[src/rtl/uart_rx_errq_pkg.sv]
// Package: types shared by the receiver, its queue and its checker.
// Assumes eight data bits per character.
package uart_rx_errq_pkg;

    // Receiver frame state
    typedef enum logic [2:0] {
        ST_IDLE  = 3'd0,
        ST_START = 3'd1,
        ST_DATA  = 3'd2,
        ST_PAR   = 3'd3,
        ST_STOP  = 3'd4
    } rx_state_t;

    // One queued character with its own verdicts
    typedef struct packed {
        logic [7:0] data;
        logic       perr;
        logic       ferr;
    } rx_char_t;

    localparam int CHAR_W = $bits(rx_char_t);

endpackage

[src/rtl/uart_rx_errq_shift.sv]
// Module: frame deserializer. It synchronizes the line, checks the start bit
// at its centre, shifts data in LSB first, checks parity and the stop bit,
// and gives a one-cycle done pulse with the finished character.
// Assumes os_tick fires OVS times per bit and that the line idles high.
module uart_rx_errq_shift
    import uart_rx_errq_pkg::*;
#(
    parameter int OVS       = 16,
    parameter int DATA_BITS = 8
) (
    input  logic       clk,
    input  logic       rst_n,
    input  logic       tick,
    input  logic       rx_en,
    input  logic       line_raw,
    input  logic [1:0] par_sel,
    output logic       done,
    output rx_char_t   chr
);
    localparam int CW = $clog2(OVS);
    localparam int BW = (DATA_BITS > 1) ? $clog2(DATA_BITS) : 1;
    localparam logic [CW-1:0] TC_MID  = CW'(OVS / 2 - 1);
    localparam logic [CW-1:0] TC_LAST = CW'(OVS - 1);
    localparam logic [BW-1:0] B_LAST  = BW'(DATA_BITS - 1);

    logic [1:0]           sync_q;
    logic                 line;
    rx_state_t            state;
    logic [CW-1:0]        tcnt;
    logic [BW-1:0]        bidx;
    logic [DATA_BITS-1:0] shreg;
    logic                 par_bit;
    logic                 par_on;
    logic                 par_odd;

    assign line    = sync_q[1];
    assign par_on  = (par_sel == 2'b01) || (par_sel == 2'b10);
    assign par_odd = (par_sel == 2'b10);

    // Two-flop synchronizer for the asynchronous line, resetting to idle high
    always_ff @(posedge clk) begin
        if (!rst_n) sync_q <= 2'b11;
        else        sync_q <= {sync_q[0], line_raw};
    end

    // Frame state machine, advanced on each oversampling strobe
    always_ff @(posedge clk) begin
        if (!rst_n) begin
            state   <= ST_IDLE;
            tcnt    <= '0;
            bidx    <= '0;
            shreg   <= '0;
            par_bit <= 1'b0;
            done    <= 1'b0;
            chr     <= '0;
        end else begin
            done <= 1'b0;
            if (!rx_en) begin
                state <= ST_IDLE;
                tcnt  <= '0;
            end else if (tick) begin
                case (state)
                    ST_IDLE: begin
                        if (!line) begin
                            state <= ST_START;
                            tcnt  <= '0;
                        end
                    end
                    ST_START: begin
                        if (tcnt == TC_MID) begin
                            tcnt  <= '0;
                            bidx  <= '0;
                            state <= line ? ST_IDLE : ST_DATA;
                        end else begin
                            tcnt <= tcnt + 1'b1;
                        end
                    end
                    ST_DATA: begin
                        if (tcnt == TC_LAST) begin
                            tcnt  <= '0;
                            shreg <= {line, shreg[DATA_BITS-1:1]};
                            bidx  <= bidx + 1'b1;
                            if (bidx == B_LAST) state <= par_on ? ST_PAR : ST_STOP;
                        end else begin
                            tcnt <= tcnt + 1'b1;
                        end
                    end
                    ST_PAR: begin
                        if (tcnt == TC_LAST) begin
                            tcnt    <= '0;
                            par_bit <= line;
                            state   <= ST_STOP;
                        end else begin
                            tcnt <= tcnt + 1'b1;
                        end
                    end
                    ST_STOP: begin
                        if (tcnt == TC_LAST) begin
                            tcnt      <= '0;
                            done      <= 1'b1;
                            chr.data  <= shreg[7:0];
                            chr.ferr  <= ~line;
                            chr.perr  <= par_on & ((^shreg) ^ par_bit ^ par_odd);
                            state     <= ST_IDLE;
                        end else begin
                            tcnt <= tcnt + 1'b1;
                        end
                    end
                    default: state <= ST_IDLE;
                endcase
            end
        end
    end

endmodule

[src/rtl/uart_rx_errq_fifo.sv]
// Module: character queue with a flush input and a fill count.
// Assumes DEPTH is a power of two. A write when full or a read when empty
// is ignored. Flush takes priority over write and read.
module uart_rx_errq_fifo #(
    parameter int DEPTH = 8,
    parameter int W     = 10
) (
    input  logic                       clk,
    input  logic                       rst_n,
    input  logic                       flush,
    input  logic                       push,
    input  logic [W-1:0]               wdata,
    input  logic                       pop,
    output logic [W-1:0]               rdata,
    output logic [$clog2(DEPTH+1)-1:0] fill
);
    localparam int AW = $clog2(DEPTH);
    localparam int FW = $clog2(DEPTH + 1);
    localparam logic [FW-1:0] F_FULL = FW'(DEPTH);

    logic [W-1:0]  mem [DEPTH];
    logic [AW-1:0] wptr;
    logic [AW-1:0] rptr;
    logic          wr;
    logic          rd;

    assign wr    = push && (fill != F_FULL) && !flush;
    assign rd    = pop && (fill != '0) && !flush;
    assign rdata = mem[rptr];

    // Storage write, no reset needed
    always_ff @(posedge clk) begin
        if (wr) mem[wptr] <= wdata;
    end

    // Pointer and fill bookkeeping
    always_ff @(posedge clk) begin
        if (!rst_n || flush) begin
            wptr <= '0;
            rptr <= '0;
            fill <= '0;
        end else begin
            if (wr) wptr <= wptr + 1'b1;
            if (rd) rptr <= rptr + 1'b1;
            case ({wr, rd})
                2'b10:   fill <= fill + 1'b1;
                2'b01:   fill <= fill - 1'b1;
                default: fill <= fill;
            endcase
        end
    end

endmodule

[src/rtl/uart_rx_errq.sv]
// Module: receive path top. It selects the input line for loopback, runs the
// deserializer, queues characters with their error verdicts, keeps the
// sticky overrun flag and drives the threshold interrupt.
// Assumes os_tick is produced elsewhere at 16 strobes per bit time.
module uart_rx_errq
    import uart_rx_errq_pkg::*;
#(
    parameter int DEPTH = 8,
    parameter int OVS   = 16
) (
    input  logic       clk,
    input  logic       rst_n,
    input  logic       os_tick,
    input  logic       rx_pin,
    input  logic       lb_en,
    input  logic       lb_tx,
    input  logic       rx_en,
    input  logic [1:0] par_sel,
    input  logic [1:0] irq_sel,
    input  logic       rd_pop,
    input  logic       ovf_clr,
    output logic [7:0] rx_data,
    output logic       data_avail,
    output logic       overrun,
    output logic       parity_err,
    output logic       frame_err,
    output logic       rx_irq
);
    localparam int FW = $clog2(DEPTH + 1);
    localparam logic [FW-1:0] F_FULL = FW'(DEPTH);
    localparam logic [FW-1:0] F_HALF = FW'(DEPTH / 2);
    localparam logic [FW-1:0] F_3Q   = FW'((3 * DEPTH) / 4);
    localparam logic [FW-1:0] F_ONE  = FW'(1);

    logic          line_sel;
    logic          frame_done;
    rx_char_t      new_chr;
    rx_char_t      head;
    logic [FW-1:0] fill_lvl;
    logic          q_full;
    logic          push_ok;
    logic [FW-1:0] irq_lvl;

    assign line_sel = lb_en ? lb_tx : rx_pin;
    assign q_full   = (fill_lvl == F_FULL);
    assign push_ok  = frame_done && !overrun && !q_full && !ovf_clr;

    uart_rx_errq_shift #(.OVS(OVS), .DATA_BITS(8)) u_shift (
        .clk      (clk),
        .rst_n    (rst_n),
        .tick     (os_tick),
        .rx_en    (rx_en),
        .line_raw (line_sel),
        .par_sel  (par_sel),
        .done     (frame_done),
        .chr      (new_chr)
    );

    uart_rx_errq_fifo #(.DEPTH(DEPTH), .W(CHAR_W)) u_fifo (
        .clk   (clk),
        .rst_n (rst_n),
        .flush (ovf_clr),
        .push  (push_ok),
        .wdata (new_chr),
        .pop   (rd_pop),
        .rdata (head),
        .fill  (fill_lvl)
    );

    // Sticky overrun: set on a character that finds the queue full
    always_ff @(posedge clk) begin
        if (!rst_n)                                  overrun <= 1'b0;
        else if (ovf_clr)                            overrun <= 1'b0;
        else if (frame_done && q_full)               overrun <= 1'b1;
    end

    // Interrupt threshold picked by the select
    always_comb begin
        case (irq_sel)
            2'b00:   irq_lvl = F_ONE;
            2'b01:   irq_lvl = F_HALF;
            2'b10:   irq_lvl = F_3Q;
            default: irq_lvl = F_FULL;
        endcase
    end

    // Head status outputs, zero while the queue is empty
    assign data_avail = (fill_lvl != '0);
    assign rx_data    = data_avail ? head.data : 8'h00;
    assign parity_err = data_avail & head.perr;
    assign frame_err  = data_avail & head.ferr;
    assign rx_irq     = (fill_lvl >= irq_lvl) && (fill_lvl != '0);

endmodule

[config.mk]
export PLATFORM = sky130hd
export DESIGN_NAME = uart_rx_errq
export DESIGN_NICKNAME = d
export VERILOG_FILES = /design/src/rtl/uart_rx_errq_pkg.sv /design/src/rtl/uart_rx_errq_shift.sv /design/src/rtl/uart_rx_errq_fifo.sv /design/src/rtl/uart_rx_errq.sv
export SDC_FILE = /design/constraint.sdc
export NUM_CORES = 1
export LEC_CHECK = 0
export ABC_AREA = 1
export BUFFER_PORTS_ARGS = -buffer_cell sky130_fd_sc_hd__buf_2
export CAP_MARGIN = 20
export CORE_ASPECT_RATIO = 1.25
export CORE_MARGIN = 2
export CORE_UTILIZATION = 45
export DETAILED_ROUTE_END_ITERATION = 12
export SLEW_MARGIN = 10
export SYNTH_ARGS = -nofsm -noshare
export SYNTH_HDL_FRONTEND = slang
export SYNTH_SLANG_ARGS = --single-unit
[constraint.sdc]
create_clock -name clk -period 3.55 [get_ports clk]
set_input_delay 0.5325 -clock clk [delete_from_list [all_inputs] [get_ports clk]]
set_output_delay 0.5325 -clock clk [all_outputs]
set_load 0.03 [all_outputs]
Yosys cells after proc, flatten, opt, wreduce, memory -nomap -nowiden

Memory sizes are Yosys's and may differ from the RTL's. A register that Yosys moved wholly into a read port is not among the register bits.
Index checks and enable logic that the tools add are counted.

Equal/unequal tests: 21
$add $sub $neg: 6
Reductions and logical operators: 32
Order comparisons: 1
Bitwise gates (word level): 7
Muxes and demuxes: 25

Operator list:

| kind                  | number |
|---|---|
| $mux W3               | 11 |
| $pmux W4 S3           | 2 |
| $reduce_and A4 Y1     | 4 |
| $pmux W3 S5           | 1 |
| $mux W4               | 3 |
| $ne A2 B1 Y1 const B  | 5 |
| $add A3 B1 Y3 const B | 3 |
| $logic_and A1 B1 Y1   | 9 |
| $add A4 B1 Y4 const B | 2 |
| $eq A4 B4 Y1 const B  | 2 |
| $mux W8               | 1 |
| $pmux W4 S2           | 1 |
| $reduce_xor A8 Y1     | 1 |
| $reduce_and A7 Y1     | 1 |
| $eq A2 B1 Y1 const B  | 3 |
| $eq A2 B2 Y1 const B  | 3 |
| $eq A3 B2 Y1 const B  | 2 |
| $eq A3 B3 Y1 const B  | 2 |
| $pmux W3 S2           | 1 |
| $reduce_and A5 Y1     | 1 |
| $eq A4 B3 Y1 const B  | 1 |
| $ge A4 B4 Y1          | 1 |
| $logic_not A1 Y1      | 4 |
| $mux W1               | 4 |
| other kinds (18)      | 24 |

Memories: 1
Word-level logic and storage cells: 107
Input port bits: 13
Output and inout bits: 13
Register bits: 43
Memory bits (writable): 80

Memories:

| name       | words | bits a word | rd ports | clocked after memory_dff | wr ports | line                    | source |
|---|---|---|---|---|---|---|---|
| u_fifo.mem | 8     | 10          | 1        | 1                        | 1        | uart_rx_errq_fifo.sv:21 | `logic [W-1:0] mem [DEPTH];` |

Depth between registers and ports, before layout

Gate-level depths: netlist (run 1).

Depth in word-level cells: 8
Mapped depth: 14
Mapped depth without buffers: 14

Cells and area by module

A second synthesis (run 1) with hierarchy kept.

Cells, all modules: 595
Area, all modules: 5828.1 um^2

By module, submodules not included:

| module             | area each (um^2) | cells each | times used | seq. area each (um^2) |
|---|---|---|---|---|
| uart_rx_errq_fifo  | 3898.7           | 318        | 1          | 2662.6 |
| uart_rx_errq_shift | 1594.0           | 217        | 1          | 640.6 |
| uart_rx_errq       | 335.3            | 60         | 1          | 20.0 |

Worst setup path before layout (run 1)

OpenSTA, ideal clock, no wires.

Path kind: input-to-output
Start point: input port irq_sel[0]
End point: output port rx_irq
Path slack: 1309 ps
Cell stages on the path: 9
Arrival: 1709 ps
Required time: 3017 ps
Path buffers: 0
Cell sequence: inv_1 -> ha_1 -> inv_1 -> ha_1 -> a21boi_0 -> o21a_1 -> o21a_1 -> o21ai_0 -> inv_1

Word-level cells in the longest chain between the ends: 4
Elaborated cells on any way between the ends: 6
Classes of those cells: order compare: 1; eq/ne: 2; mux: 1; reduce/logical: 2

Ends and longest elaborated chain:

| item                                 | line               | source |
|---|---|---|
| start, declared                      | uart_rx_errq.sv:19 | `input logic [1:0] irq_sel,` |
| $eq A2 B2 Y1 (tied with other cells) | uart_rx_errq.sv:79 | `case (irq_sel)` |
| $pmux W4 S3 (*)                      | uart_rx_errq.sv:79 |  |
| $ge A4 B4 Y1 (*)                     | uart_rx_errq.sv:92 | `assign rx_irq = (fill_lvl >= irq_lvl) && (fill_lvl != '0);` |
| $logic_and A1 B1 Y1 (*)              | uart_rx_errq.sv:92 |  |
| end, declared                        | uart_rx_errq.sv:27 | `output logic rx_irq` |

Mark *: on every way between the ends. The rest lies on a longest branch, timed or not.

==> results.sh, run 1 <==
export IMPL_async_reset_ff_share_pct=0
export IMPL_clk_latency_ns=0.41
export IMPL_power_leakage_uw=0.00261
export IMPL_final_common_cell="nor2_1"
export IMPL_end_kind="primary output"
export IMPL_synthCells=559
export IMPL_hp_start="lb_en"
export IMPL_cts_tree="built"
export IMPL_grt_pass1_vias=3863
export IMPL_synthXorXnorAreaFrac_pct=0.639
export IMPL_avgSynthCellArea_um2=9.80
export IMPL_p_switching_uw=635
export IMPL_synth_top_family_by_area="simple AND/OR/NAND/NOR gates"
export IMPL_slew_violations=0
export IMPL_antenna_left=0
export IMPL_dr_first_iter_drc_count=207
export IMPL_setup_violations=0
export IMPL_hold_viol=0
export IMPL_max_cap_violations=0
export IMPL_gp_congestion=0.851
export IMPL_muxShareOfSynthArea_pct=0
export IMPL_cts_htree_levels=4
export IMPL_ir_drop_mv=0.316
export IMPL_syn_nets=588
export IMPL_area_growth_pct=16.3
export IMPL_clk_pin_slew_worst_paths_ns=0.05
export IMPL_crit_type="reg2out"
export IMPL_routed_wl_um=11400
export IMPL_numCtsBuffers=17
export IMPL_clock_path_buffers=2
export IMPL_worstReg2RegStart="u_fifo.fill[1]"
export IMPL_io_buffer_count=25
export IMPL_ys_seq_area_share_pct=60.6
export IMPL_grt_usage_pct=18.6
export IMPL_netlist_area_leader_share_pct=43.8
export IMPL_synth_cell_type_count=34
export IMPL_hold_buffers=0
export IMPL_tns_ns=0
export IMPL_die_area_um2=13100
export IMPL_antenna_cells=0
export IMPL_grt_max_degree=41
export IMPL_std_cell_rows=45
export IMPL_wire_per_inst_um=14.8
export IMPL_fin_skew_ns=0.00849
export IMPL_boundaryPins=26
export IMPL_synthAdderAreaFrac_pct=3.65
export IMPL_status="finished, final reports clean"
export IMPL_grt_pass1_wl_um=18300
export IMPL_power_density_nw_per_um2=517
export IMPL_vias=3946
export IMPL_die_h_um=127
export IMPL_place_hpwl_um=7430
export IMPL_antenna_found_initial=0
export IMPL_synth_compound_area_share_pct=14.6
export IMPL_worstPathArrival_ns=2.15
export IMPL_viasPerCell=5.12
export IMPL_start_util_pct=45.7
export IMPL_period_minus_slack_ns=2.68
export IMPL_synth_area_leader_cell="edfxtp_1"
export IMPL_fmax_mhz=372
export IMPL_p_seq_share_pct=47.0
export IMPL_postCtsSetupBuffers=0
export IMPL_layout_common_cells="95 x nor2_1, 80 x edfxtp_1, 76 x o21ai_0"
export IMPL_ys_flop_type="edfxtp_1"
export IMPL_path_max_fanout=20
export IMPL_min_path_type="in2reg"
export IMPL_synth_edff_count=80
export IMPL_cp_start_kind="flip-flop"
export IMPL_finalCritPeriodShare_pct=75.6
export IMPL_first_pass_iters=4
export IMPL_n_fill_cell=1088
export IMPL_postSynthRegisterBits=126
export IMPL_hold_slack_ns=0.330
export IMPL_pwr_share_clk_pct=51.2
export IMPL_ys_top_cells_by_area="edfxtp_1 44%, dfxtp_1 17%, o21ai_0 6.9%, nor2_1 6.5%, nand2_1 3.9%"
export IMPL_cts_resized_gates=0
export IMPL_p_int_uw=2660
export IMPL_max_slew_margin_pct=55.2
export IMPL_rsz0062_at_grt="no"
export IMPL_syn_cell_area_um2=5480
export IMPL_die_w_um=103
export IMPL_cts_root_buf="clkbuf_16"
export IMPL_drive_gt1_share_pct=14.5
export IMPL_swShare_pct=19.3
export IMPL_critical_path_required_ns=3.02
export IMPL_layout_nets=623
export IMPL_grt_overflow=0
export IMPL_clock_sinks=126
export IMPL_synth_warnings=0
export IMPL_comb_power_share_pct=1.8
export IMPL_synth_simple_area_share_pct=14.7
export IMPL_tightestPinTransition_ns=0.672
export IMPL_core_area_um2=12000
export IMPL_drc=0
==> state kept, by name (all words and copies together) (netlist names), named ones only <==
signal	count
u_shift.tcnt	4
u_fifo.wptr	3
u_shift.shreg	8
u_shift.state	3
u_shift.done	1
u_fifo.mem	80
u_shift.bidx	3
u_fifo.rptr	3
overrun	1
u_shift.chr	10
u_shift.sync_q	2
u_shift.par_bit	1
u_fifo.fill	4
==> area by class of cell <==
class,count,area [um2],area share [%]
repair buffers,36,208,3.26
well taps,164,205,3.22
flip-flops and latches,126,3320,52.2
inverters,57,214,3.36
clock inverters,13,146,2.30
multi-input cells,356,1840,28.9
clock buffers,19,433,6.79
==> layer usage <==
| layer | up-vias | GRT usage [%] | share of wire, % |
|---|---|---|---|
| met5 | - | 0 | 0 |
| met4 | 0 | 7.69 | 0.95 |
| met3 | 8 | 4.76 | 3.3 |
| met2 | 70 | 33.7 | 54 |
| met1 | 1867 | 20.4 | 42 |
| li1 | 2001 | - | - |
==> power by group through the flow <==
stage          sequential [uW]  combinational (uW)  clock, uW
5_1_grt                   1550                70.1       1780
3_5_place_dp              1580                60.6          0
2_1_floorplan             1570                42.7          0
6_report                  1550                60.7       1690
3_3_place_gp              1580                57.6          0
4_1_cts                   1550                61.2       1720
==> critical path: stages (launching register included) <==
cell and delay, ns:
dfxtp_1 0.30, inv_1 0.49, o21ai_0 0.19, o22ai_1 0.15, o21ai_0 0.10, a31oi_1 0.26, buf_2 0.25
==> stage by stage <==
| step | std cells | setup WS [ns] | util [%] | instance area [um2] | total power, uW |
|---|---|---|---|---|---|
| finish | 771 | 0.865 | 53.1 | 6370 | 3290 |
| floorplan | 559 | 1.31 | - | 5480 | 1620 |
| detailed placement | 739 | 0.977 | 48.3 | 5790 | 1640 |
| global placement | 739 | 1.10 | 48.3 | 5790 | 1630 |
| CTS | 771 | 0.843 | 53.1 | 6370 | 3330 |
| global route | 771 | 0.701 | 53.1 | 6370 | 3400 |
==> synth_stat cells (2+ instances only) <==
cell type / n
nand2_1: 57
inv_1: 51
nor2_1: 95
nor3_1: 6
a21boi_0: 2
o21a_1: 2
a31oi_1: 10
dfxtp_1: 46
o21ai_0: 76
o22ai_1: 12
buf_6: 2
nor2_2: 2
nand2_2: 4
o21ai_1: 6
clkbuf_1: 16
nand3_1: 15
a21oi_2: 3
inv_2: 6
xor2_1: 3
edfxtp_1: 80
a21oi_1: 32
nor2_4: 2
nand3_2: 3
nand4_1: 2
o21ai_2: 2
ha_1: 16
==> final timing paths <==
path	endpoint	depth (start not counted)	slack, ns
worst max register to register	u_fifo.fill[2]	14	1.12
worst min register to register	u_shift.sync_q[1]	1	0.41
worst max-delay path	frame_err	6	0.87
worst min-delay path	u_shift.sync_q[0]	2	0.33
==> kinds of logic (layout without fill, tap and decap cells) <==
family                     count (synthesis)  count (layout)
adders and majority gates                 16              16
DFF                                      126             126
buffers and inverters                     77             125
AOI/OAI and AO/OA                        147             147
and+or+nand+nor                          189             189
xor gates and xnor gates                   4               4
Note: power is estimated with default switching activity, not from simulation.
==> run 2: changes to the inputs <==
- ABC_AREA: 1 -> 0
- clock period: 3.55 -> 2.8 ns (I/O delays scaled with it)
==> run 2 against run 1 <==
Global-route usage decreased by 2.2 points. Count of clock-buffer cells in the layout shrank 2. Flip-flop and latch count unchanged. Register-to-register slack worse by 0.88 ns. Hold slack got worse by 0.10 ns. Die area is 2.9% lower. Synthesized area is 3.0% lower. Cell count is 26% lower.
==> results.sh, run 2 <==
export IMPL_slew_violations=0
export IMPL_rsz0062_at_grt="no"
export IMPL_grt_overflow=0
export IMPL_largest_reg_flops=80
export IMPL_clock_sinks=126
export IMPL_top_register="u_fifo.mem"
export IMPL_first_pass_iters=4
export IMPL_cp_start_kind="flip-flop"
export IMPL_fmax_mhz=390
export IMPL_synth_edff_count=80
export IMPL_netlist_area_leader_share_pct=45.2
export IMPL_ys_top_cells_by_area="edfxtp_1 45%, dfxtp_1 17%, mux4_2 8.5%, mux2i_1 5.7%, nor2_1 3.8%"
export IMPL_synth_cell_type_count=47
export IMPL_cts_root_buf="clkbuf_16"
export IMPL_layout_nets=450
export IMPL_clk_latency_ns=0.40
export IMPL_whs_path_depth=3
export IMPL_ir_drop_mv=0.415
export IMPL_cts_htree_levels=4
export IMPL_hold_viol=0
export IMPL_crit_type="reg2reg"
export IMPL_boundaryPins=26
export IMPL_worstReg2RegStart="u_fifo.fill[0]"
export IMPL_placedCellCount=540
export IMPL_die_w_um=101
export IMPL_n_fill_cell=967
export IMPL_postSynthRegisterBits=126
export IMPL_path_buf_inv=1
export IMPL_synthTopCellsByCount="80 x edfxtp_1, 54 x nor2_1, 46 x dfxtp_1"
export IMPL_worstPathArrival_ns=2.88
export IMPL_hp_start="rx_pin"
export IMPL_antenna_left=0
export IMPL_die_area_um2=12700
export IMPL_power_leakage_uw=0.00238
export IMPL_routed_wl_um=9700
export IMPL_numCtsBuffers=17
export IMPL_synthCells=377
export IMPL_status="finished, final reports clean"
export IMPL_grt_pass1_wl_um=15500
export IMPL_postCtsSetupBuffers=0
export IMPL_synth_area_leader_cell="edfxtp_1"
export IMPL_std_cell_rows=44
export IMPL_stdcell_count=572
export IMPL_dr_first_iter_drc_count=175
export IMPL_hold_buffers=0
export IMPL_period_minus_slack_ns=2.56
export IMPL_max_slew_margin_pct=50.8
export IMPL_ys_seq_area_share_pct=62.5
export IMPL_syn_cell_area_um2=5310
export IMPL_p_seq_share_pct=47.8
export IMPL_grt_pass1_vias=3063
export IMPL_tns_ns=0
export IMPL_setup_violations=0
export IMPL_start_util_pct=46.0
export IMPL_cp_depth=10
export IMPL_grt_max_degree=24
export IMPL_area_growth_pct=17.2
export IMPL_clock_path_buffers=2
export IMPL_swShare_pct=20.0
export IMPL_whs_endpoint="u_shift.sync_q[0]"
export IMPL_post_route_util_pct=53.9
export IMPL_hold_slack_ns=0.227
export IMPL_wire_per_inst_um=17.0
export IMPL_tightestPinTransition_ns=0.737
export IMPL_vias=3063
export IMPL_synth_warnings=0
export IMPL_end_kind="flip-flop"
export IMPL_slowest_delay_ns=0.48
export IMPL_max_cap_violations=0
export IMPL_top_regs="u_fifo.mem (80), u_shift.chr (10), u_shift.shreg (8)"
export IMPL_place_hpwl_um=6250
export IMPL_drc=0
export IMPL_cpLargestDelayFamily="compound AO/OA/AOI/OAI gates"
export IMPL_fin_skew_ns=0.00553
export IMPL_path_max_fanout=7
export IMPL_antenna_found_initial=0
export IMPL_antenna_cells=0
export IMPL_core_area_um2=11600
export IMPL_clk_pin_slew_worst_paths_ns=0.06
export IMPL_io_buffer_count=25
export IMPL_async_reset_ff_share_pct=0
export IMPL_layout_common_cells="80 x edfxtp_1, 54 x nor2_1, 44 x dfxtp_1"
export IMPL_avgSynthCellArea_um2=14.1
export IMPL_yosysMostFrequentCell="edfxtp_1"
export IMPL_comb_power_share_pct=1.2
export IMPL_reg2reg_to="u_fifo.fill[2]"
export IMPL_critical_path_required_ns=3.12
export IMPL_cts_tree="built"
export IMPL_min_path_type="in2reg"
export IMPL_grt_usage_pct=16.4
export IMPL_die_h_um=125
export IMPL_reg2reg_depth=10
export IMPL_slowest_stage="dfxtp_1"
export IMPL_viasPerCell=5.35
export IMPL_cp_cell_sequence="nor3_2 -> a2111oi_4 -> inv_1 -> ha_1 -> xor2_1 -> ha_1 -> a21oi_1 -> xor2_1 -> or3_1 -> a21oi_1"
export IMPL_finalCritPeriodShare_pct=91.5
export IMPL_power_density_nw_per_um2=658
export IMPL_ff2ff_setup_slack_ns=0.24
export IMPL_gp_congestion=0.768
export IMPL_final_common_cell="edfxtp_1"
export IMPL_syn_nets=406
export IMPL_ys_flop_type="edfxtp_1"
export IMPL_pwr_share_clk_pct=51.0
export IMPL_p_int_uw=3280
export IMPL_p_switching_uw=817
export IMPL_drive_gt1_share_pct=22.8
-- run 2: per-stage QoR --
| stage | setup WS [ns] | cell area (um2) | total power, uW |
|---|---|---|---|
| after floorplan | 0.217 | 5310 | 2020 |
| after global placement | 0.306 | 5650 | 2040 |
| after detailed placement | 0.227 | 5650 | 2040 |
| after CTS | 0.205 | 6220 | 4130 |
| after global routing | 0.00781 | 6230 | 4230 |
| final | 0.237 | 6230 | 4090 |
-- run 2: how the worst max path moves through the flow --
stage | from | slack (ns) | to
2_1_floorplan | u_fifo.fill[1] | 0.22 | u_fifo.mem[0][0]
3_3_place_gp | u_fifo.fill[1] | 0.31 | u_fifo.fill[2]
3_5_place_dp | u_fifo.fill[1] | 0.23 | u_fifo.fill[2]
4_1_cts | u_fifo.fill[1] | 0.20 | u_fifo.fill[2]
5_1_grt | u_fifo.fill[0] | 0.008 | u_fifo.fill[2]
6_report | u_fifo.fill[0] | 0.24 | u_fifo.fill[2]
-- run 2: worst register-to-register path: stages, from the launching register on --
cell and delay [ns]:
dfxtp_1 0.48, nor3_2 0.12, a2111oi_4 0.37, inv_1 0.19, ha_1 0.30, xor2_1 0.17
ha_1 0.18, a21oi_1 0.14, xor2_1 0.09, or3_1 0.31, a21oi_1 0.14
-- run 2: area by class of cell --
type / count / area [um2] / area share [%]
Clock inverter: 15 / 148 / 2.37
Sequential cell: 126 / 3330 / 53.4
Tap cell: 138 / 173 / 2.77
Timing Repair Buffer: 38 / 223 / 3.58
Inverter: 13 / 48.8 / 0.784
Multi-Input combinational cell: 225 / 1880 / 30.2
Clock buffer: 17 / 425 / 6.83
-- run 2: cell families (layout without fill, tap and decap cells) --
group                    after synthesis  after routing  synth area share (%)
XOR/XNOR                              16             16                  2.90
buffers and inverters                 26             83                  2.26
AND/OR/NAND/NOR                      107            107                  9.68
adder cells (fa/ha/maj)               16             16                  3.77
multiplexers                          50             50                  14.1
flip-flops                           126            126                  62.5
AO/OA/AOI/OAI                         36             36                  4.73
-- run 2: what timing repair did --
item | CTS | global route
endpoints found under the setup margin | 0 | 1
resized for setup | 0 | 2
endpoints found under the hold margin | 0 | 0
-- run 2: per-layer routing --
metal	up-vias	GRT usage, %	part of all wire (%)
met3	11	4.19	2.3
met5	-	0	0
met4	0	6.44	1.2
li1	1493	-	-
met2	36	29.1	55
met1	1523	18.6	42
-- run 2: power by group through the flow --
stage | combinational [uW] | sequential [uW] | clock [uW]
floorplan | 30.6 | 1990 | 0
global placement | 47.9 | 2000 | 0
detailed placement | 48.7 | 2000 | 0
CTS | 49.4 | 1960 | 2130
global route | 54.8 | 1960 | 2210
finish | 48.6 | 1960 | 2090
==> run 3: changes to the inputs <==
- PLACE_DENSITY_LB_ADDON: not set -> 0.08
==> run 3 against run 2 <==
Combinational power about the same. Clock skew grew 0.0036 ns. First-iteration DRC count fell by 31%. Critical endpoint unchanged.
==> results.sh, run 3 (same netlist as run 2, synthesis figures left out) <==
export IMPL_stdcell_count=573
export IMPL_slowest_stage="dfxtp_1"
export IMPL_layout_common_cells="80 x edfxtp_1, 54 x nor2_1, 46 x dfxtp_1"
export IMPL_n_fill_cell=994
export IMPL_place_hpwl_um=6310
export IMPL_max_cap_violations=0
export IMPL_comb_power_share_pct=1.2
export IMPL_std_cell_rows=44
export IMPL_rsz0062_at_grt="no"
export IMPL_max_slew_margin_pct=52.6
export IMPL_top_regs="u_fifo.mem (80), u_shift.chr (10), u_shift.shreg (8)"
export IMPL_cts_htree_levels=4
export IMPL_p_int_uw=3340
export IMPL_worstSetupStartpoint="u_fifo.fill[1]"
export IMPL_dr_first_iter_drc_count=120
export IMPL_worstPathArrival_ns=2.92
export IMPL_finalCritPeriodShare_pct=92.6
export IMPL_period_minus_slack_ns=2.59
export IMPL_seqCellArea_um2=3320
export IMPL_worstReg2RegStart="u_fifo.fill[1]"
export IMPL_clk_latency_ns=0.41
export IMPL_grt_max_degree=24
export IMPL_io_buffer_count=25
export IMPL_power_leakage_uw=0.00239
export IMPL_first_pass_iters=6
export IMPL_clock_sinks=126
export IMPL_multi_input_area_um2=1880
export IMPL_endpoint="u_fifo.fill[2]"
export IMPL_path_max_fanout=7
export IMPL_clock_path_buffers=2
export IMPL_postCtsSetupBuffers=0
export IMPL_min_path_type="in2reg"
export IMPL_reg2reg_depth=10
export IMPL_die_area_um2=12700
export IMPL_clk_pin_slew_worst_paths_ns=0.06
export IMPL_hold_viol=0
export IMPL_cpLargestDelayFamily="compound AO/OA/AOI/OAI gates"
export IMPL_gp_congestion=0.783
export IMPL_antenna_found_initial=0
export IMPL_p_switching_uw=790
export IMPL_grt_usage_pct=17.3
export IMPL_grt_pass1_wl_um=16300
export IMPL_slowest_delay_ns=0.48
export IMPL_cp_cell_sequence="nor3_2 -> a2111oi_4 -> inv_1 -> ha_1 -> xor2_1 -> ha_1 -> a21oi_1 -> xor2_1 -> or3_1 -> a21oi_1"
export IMPL_grt_overflow=0
export IMPL_numCtsBuffers=17
export IMPL_layout_nets=451
export IMPL_end_kind="flip-flop"
export IMPL_area_growth_pct=17.7
export IMPL_ff2ff_setup_slack_ns=0.21
export IMPL_drive_gt1_share_pct=22.8
export IMPL_die_h_um=125
export IMPL_final_area_um2=6250
export IMPL_viasPerCell=5.39
export IMPL_final_common_cell="edfxtp_1"
export IMPL_top_register="u_fifo.mem"
export IMPL_cts_root_buf="clkbuf_16"
export IMPL_crit_type="reg2reg"
export IMPL_p_seq_share_pct=47.4
export IMPL_swShare_pct=19.1
export IMPL_critical_path_required_ns=3.13
export IMPL_reg2reg_to="u_fifo.fill[2]"
export IMPL_cp_depth=10
export IMPL_tightestPinTransition_ns=0.710
export IMPL_status="finished, final reports clean"
export IMPL_ir_drop_mv=0.381
export IMPL_fin_skew_ns=0.00914
export IMPL_pwr_share_clk_pct=51.4
export IMPL_pre_cts_slack_ns=0.224
export IMPL_largest_reg_flops=80
export IMPL_drc=0
export IMPL_setup_slack_ns=0.207
export IMPL_antenna_left=0
export IMPL_wire_per_inst_um=17.4
export IMPL_placed_cell_area_um2=5670
export IMPL_fmax_mhz=386
export IMPL_placedCellCount=541
export IMPL_slew_violations=0
export IMPL_grt_pass1_vias=3089
export IMPL_start_util_pct=46.0
export IMPL_power_density_nw_per_um2=661
export IMPL_antenna_cells=0
export IMPL_setup_violations=0
export IMPL_routed_wl_um=9980
export IMPL_core_area_um2=11600
export IMPL_cts_tree="built"
export IMPL_die_w_um=101
export IMPL_tns_ns=0
export IMPL_vias=3090
export IMPL_hold_buffers=0
export IMPL_path_buf_inv=1
export IMPL_power_uw=4130
export IMPL_cts_resized_gates=0
export IMPL_boundaryPins=26
export IMPL_cp_start_kind="flip-flop"
[run 3: cell type report]
| type | instances | share of cell area [%] |
|---|---|---|
| clock buffer | 20 | 7.46 |
| clock inverter | 12 | 1.88 |
| inverter | 13 | 0.780 |
| multi-input combinational | 225 | 30.1 |
| sequential | 126 | 53.1 |
| tap | 138 | 2.76 |
| timing repair buffer | 39 | 3.88 |
[run 3: power by group through the flow]
stage                     clock network (uW)  registers (uW)  logic, uW
after floorplan                            0            1990       30.6
after global placement                     0            2000       48.5
after detailed placement                   0            2000       49.5
after CTS                               2160            1960       50.0
after global routing                    2240            1960       56.1
final                                   2130            1960       48.9
[run 3: metal layers]
layer	global-route usage, %	routed length [um]	vias up
met4	5.96	143	0
met5	0	0	-
met1	22.3	4390	1523
met2	28.2	5120	51
met3	4.58	323	14
li1	-	-	1502
[run 3: stage by stage]
step | utilization [%] | hold WS (ns)
5_1_grt | 54.1 | 0.236
3_3_place_gp | 49.0 | 0.397
2_1_floorplan | - | 0.386
3_5_place_dp | 49.0 | 0.399
6_report | 54.1 | 0.220
4_1_cts | 54.1 | 0.208
[run 3: worst min path at each step]
| stage | from | end | slack, ns | cells past startpoint |
|---|---|---|---|---|
| after floorplan | u_shift.sync_q[0] | u_shift.sync_q[1] | 0.39 | 1 |
| after global placement | u_shift.sync_q[0] | u_shift.sync_q[1] | 0.40 | 1 |
| after detailed placement | u_shift.sync_q[0] | u_shift.sync_q[1] | 0.40 | 1 |
| after CTS | rst_n | u_shift.sync_q[0] | 0.21 | 2 |
| after global routing | rst_n | u_shift.sync_q[0] | 0.24 | 2 |
| final | rst_n | u_shift.sync_q[0] | 0.22 | 2 |
